--- src/rtl/wcs_pkg.sv ---
package wcs_pkg;
  typedef enum logic {
    OP_ERASE = 1'b0,
    OP_PROG  = 1'b1
  } wcs_op_e;
endpackage

--- src/rtl/wcs_toggle.sv ---
module wcs_toggle (
  input  logic clk_i,
  input  logic rst_ni,
  input  logic busy_i,
  input  logic rd_strobe_i,
  output logic tog_o
);
  logic busy_q, tog_q, start;

  assign start = busy_i && !busy_q;
  // value seen by the read in this cycle: fresh operations begin at 0
  assign tog_o = start ? 1'b0 : tog_q;

  always_ff @(posedge clk_i or negedge rst_ni) begin
    if (!rst_ni) begin
      busy_q <= 1'b0;
      tog_q  <= 1'b0;
    end else begin
      busy_q <= busy_i;
      if (busy_i && rd_strobe_i) tog_q <= ~tog_o;
      else if (start)            tog_q <= 1'b0;
    end
  end

  // strobed read during busy flips what the next read sees
  a_r5_flip_on_strobe: assert property (@(posedge clk_i) disable iff (!rst_ni)
    busy_i && rd_strobe_i ##1 busy_i && busy_q |-> tog_o != $past(tog_o));
  // no strobe, no change
  a_r5_hold_no_strobe: assert property (@(posedge clk_i) disable iff (!rst_ni)
    busy_i && !rd_strobe_i ##1 busy_i && busy_q |-> tog_o == $past(tog_o));
  // first cycle of an operation reads 0
  a_r6_start_clear: assert property (@(posedge clk_i) disable iff (!rst_ni)
    !busy_i ##1 busy_i |-> !tog_o);
endmodule

--- src/rtl/wcs_status_mux.sv ---
module wcs_status_mux
  import wcs_pkg::*;
#(
  parameter int DATA_W = 8
) (
  input  logic              busy_i,
  input  wcs_op_e           op_i,
  input  logic [DATA_W-1:0] last_data_i,
  input  logic [DATA_W-1:0] array_data_i,
  input  logic              tog_i,
  output logic [DATA_W-1:0] data_o
);
  localparam int POLL_BIT = DATA_W - 1;
  localparam int TOG_BIT  = DATA_W - 2;

  logic poll_bit;
  // erase polls against the erased value 1
  assign poll_bit = (op_i == OP_PROG) ? ~last_data_i[POLL_BIT] : 1'b0;

  for (genvar b = 0; b < DATA_W; b++) begin : g_bit
    if (b == POLL_BIT) begin : g_poll
      assign data_o[b] = busy_i ? poll_bit : array_data_i[b];
    end else if (b == TOG_BIT) begin : g_tog
      assign data_o[b] = busy_i ? tog_i : array_data_i[b];
    end else begin : g_zero
      assign data_o[b] = busy_i ? 1'b0 : array_data_i[b];
    end
  end
endmodule

--- src/rtl/wcs_reporter.sv ---
module wcs_reporter
  import wcs_pkg::*;
#(
  parameter int DATA_W = 8
) (
  input  logic              clk_i,
  input  logic              rst_ni,
  input  logic              busy_i,
  input  logic              op_i,
  input  logic [DATA_W-1:0] last_data_i,
  input  logic [DATA_W-1:0] array_data_i,
  input  logic              rd_strobe_i,
  output logic [DATA_W-1:0] rd_data_o
);
  localparam int POLL_BIT = DATA_W - 1;
  localparam int TOG_BIT  = DATA_W - 2;

  logic    tog;
  wcs_op_e op;

  assign op = wcs_op_e'(op_i);

  wcs_toggle u_toggle (
    .clk_i       (clk_i),
    .rst_ni      (rst_ni),
    .busy_i      (busy_i),
    .rd_strobe_i (rd_strobe_i),
    .tog_o       (tog)
  );

  wcs_status_mux #(.DATA_W(DATA_W)) u_mux (
    .busy_i       (busy_i),
    .op_i         (op),
    .last_data_i  (last_data_i),
    .array_data_i (array_data_i),
    .tog_i        (tog),
    .data_o       (rd_data_o)
  );

  a_r1_idle_passthru: assert property (@(posedge clk_i) disable iff (!rst_ni)
    !busy_i |-> rd_data_o == array_data_i);
  a_r2_prog_poll: assert property (@(posedge clk_i) disable iff (!rst_ni)
    busy_i && op_i |-> rd_data_o[POLL_BIT] != last_data_i[POLL_BIT]);
  a_r3_erase_poll: assert property (@(posedge clk_i) disable iff (!rst_ni)
    busy_i && !op_i |-> !rd_data_o[POLL_BIT]);
  a_r4_low_bits_zero: assert property (@(posedge clk_i) disable iff (!rst_ni)
    busy_i |-> rd_data_o[TOG_BIT-1:0] == '0);
  a_r5_toggle_tracks: assert property (@(posedge clk_i) disable iff (!rst_ni)
    busy_i |-> rd_data_o[TOG_BIT] == tog);
  // first idle cycle after busy already shows the array byte
  a_r7_handback: assert property (@(posedge clk_i) disable iff (!rst_ni)
    $fell(busy_i) |-> rd_data_o == array_data_i);
endmodule

--- config.mk ---
export PLATFORM = sky130hd
export DESIGN_NAME = wcs_reporter
export DESIGN_NICKNAME = d
export VERILOG_FILES = /design/src/rtl/wcs_pkg.sv /design/src/rtl/wcs_toggle.sv /design/src/rtl/wcs_status_mux.sv /design/src/rtl/wcs_reporter.sv
export SDC_FILE = /design/constraint.sdc
export NUM_CORES = 1
export LEC_CHECK = 0
export ABC_AREA = 1
export BUFFER_PORTS_ARGS = -buffer_cell sky130_fd_sc_hd__buf_2
export CAP_MARGIN = 20
export CORE_AREA = 2 2 39 41
export CTS_CLUSTER_DIAMETER = 150
export DETAILED_ROUTE_END_ITERATION = 7
export DIE_AREA = 0 0 41 43
export MAX_ROUTING_LAYER = met4
export PLACE_DENSITY = 0.42
export REMOVE_ABC_BUFFERS = 1
export SLEW_MARGIN = 20
export SYNTH_ARGS = -nofsm -noshare
export SYNTH_HDL_FRONTEND = slang
export SYNTH_SLANG_ARGS = --single-unit
--- constraint.sdc ---
create_clock -name clk_i -period 1 [get_ports clk_i]
set_input_delay 0 -clock clk_i [delete_from_list [all_inputs] [get_ports clk_i]]
set_output_delay 0 -clock clk_i [all_outputs]
set_load 0.1 [all_outputs]
==> results.toml <==
[outcome]
outcome = "finished clean"

[setup_path]
crit_required_ns = 1.00
crit_fanout = 3
crit_type = "flop to primary output"
worst_setup_path_start_kind = "flop"
worstSetupEndpointType = "primary output"
cp.arrival_ns = 0.96

[route]
drt-vias-per-instance = 3.38
drc_errors = 0
vias = 233
drt_iter0_drc = 1
routed_wl_um = 529
drtAntennaViolNets = 0
drtPass1Iterations = 2
wl_per_cell_um = 7.67

[floorplanning]
initial_core_util = 0.129
die_x_um = 41
io_pins = 29
die_h_um = 43
fp-row-count = 14
coreArea_um2 = 1380
die_area_um2 = 1760

[synthesis]
synth.cell_area_um2 = 179
syn_inst = 29
synth_cell_types = 10
ys_seq_elements = 2
ys_seq_area_frac = 0.280
yosys_warnings = 0
avgSynthCellArea_um2 = 6.17

[sta]
drv_slew = 0
whs_ns = 0.0555
timing.final.crit_share = 0.964
rsz0062_at_grt = "true"
relSlewSlack = 0.823
tns_ns = 0
setup_viol = 0
fin_crit_ns = 0.964
fmax_mhz = 1040
skew_ns = 0.00248
finalHoldViolations = 0
tightest_slew_ns = 0.266

[run]
cap_violations = 0

[final_layout]
n_antenna_cell = 0
final_common_cell = "buf_2"
fin_area_um2 = 449
multi_input_area_um2 = 83.8
n_fill_cell = 153
layout-drive-gt1-share = 0.528
stdcell_count = 69
final_cell_mix = "buf_2 (13), inv_1 (10), buf_12 (8), nor2_1 (6), nand2_1 (5)"
regArea_um2 = 50.0
nNetsFinal = 76
syn_to_final_growth_pct = 151

[place]
dpl_cell_area_um2 = 413
gp_congestion = 0.537
dp_hpwl_um = 430
portBuffers = 21
dp.cells = 65

[clocking]
numCtsBuffers = 3
clkSinkCount = 2
clock_path_buffers = 2
tritoncts = "built"
cts_max_level = 1
cts_setup_buffers = 0
clk_pin_slew_ns = 0.03
cts_root_buf = "clkbuf_4"
clock_latency_ns = 0.22

[power]
power_density_nw_per_um2 = 1280
power.total_uw = 574
p_leak_nw = 0.257
max-vdd-ir-drop_v = 0.000451

[grt]
grt_max_degree = 14
gr-total-overflow = 0
track_usage = 0.0719
grt_pass1_vias = 185
grt_pass1_wl_um = 800
antenna_found_initial = 0

[min_path]
hold_path.class = "input port to flop"
Yosys cell counts, drive strengths merged:
| cell type | n | share of area |
|---|---|---|
| nand2 | 6 | 0.14 |
| inv | 10 | 0.21 |
| nand3 | 2 | 0.084 |
| buf | 1 | 0.063 |
| nor2 | 6 | 0.13 |
| dfrtp | 2 | 0.28 |
| o21ai | 1 | 0.028 |
| o22ai | 1 | 0.070 |
layer usage:
| layer | vias up | share of wire | wire (um) | GRT usage |
|---|---|---|---|---|
| met5 | - | 0 | 0 | - |
| met4 | 0 | 0 | 0 | 0.0400 |
| met3 | 0 | 0.064 | 34 | 0.0471 |
| met2 | 8 | 0.53 | 279 | 0.0969 |
| met1 | 95 | 0.40 | 214 | 0.0767 |
| li1 | 130 | - | - | - |
critical path, stage by stage, from the launching register on:
cell     delay, ns
dfrtp_1       0.36
nand3_2       0.09
o21ai_2       0.10
buf_12        0.19
cell families (layout without fill, tap and decap cells):
family                 count (synthesis)  after routing  synth area share
AO/OA/AOI/OAI                          2              2            0.0979
buffers and inverters                 11             35             0.273
flip-flops                             2              2             0.280
AND/OR/NAND/NOR                       14             14             0.350
stage by stage:
| stage | setup WS (ns) | utilization |
|---|---|---|
| after floorplan | -0.365 | - |
| after CTS | 0.0190 | 0.325 |
| after global placement | 0.213 | 0.298 |
| final | 0.0358 | 0.325 |
| after detailed placement | 0.207 | 0.298 |
| after global routing | -0.0404 | 0.325 |
layout make-up:
type,count,share of cell area
repair buffers,22,0.524
multi-input cells,16,0.187
flip-flops and latches,2,0.111
inverters,10,0.0836
clock buffers,3,0.0501
well taps,16,0.0446
power by group:
group	total, mW	internal, mW	leakage (nW)	switching (mW)
clock	0.175	0.132	0.0138	0.0432
combinational	0.303	0.109	0.219	0.195
sequential	0.0956	0.0894	0.0241	0.00627
total	0.574	0.330	0.257	0.244
worst paths after layout:
path | slack (ns) | cells past startpoint | from | end
max | 0.04 | 3 | u_toggle.tog_q$_DFF_PN0_ | rd_data_o[6]
min | 0.06 | 1 | busy_i | u_toggle.busy_q$_DFF_PN0_
max reg2reg | 0.27 | 4 | u_toggle.busy_q$_DFF_PN0_ | u_toggle.tog_q$_DFF_PN0_
min reg2reg | 0.55 | 2 | u_toggle.tog_q$_DFF_PN0_ | u_toggle.tog_q$_DFF_PN0_
max in group asynchronous | 0.81 | 2 | rst_ni | u_toggle.busy_q$_DFF_PN0_
min in group asynchronous | 0.09 | 2 | rst_ni | u_toggle.tog_q$_DFF_PN0_
repair_timing:
| action | 4_1_cts | 5_1_grt |
|---|---|---|
| hold buffers | 1 | 0 |
| endpoints found under the hold margin | 2 | 0 |
| endpoints found under the setup margin | 1 | 1 |
| resized for setup | 1 | 0 |
| pin swaps | 0 | 1 |
sequential cells by signal, summed over array words and instances, names as in the netlist:
register         cells
u_toggle.busy_q      1
u_toggle.tog_q       1
No activity file was read; power rests on OpenSTA's default activity.
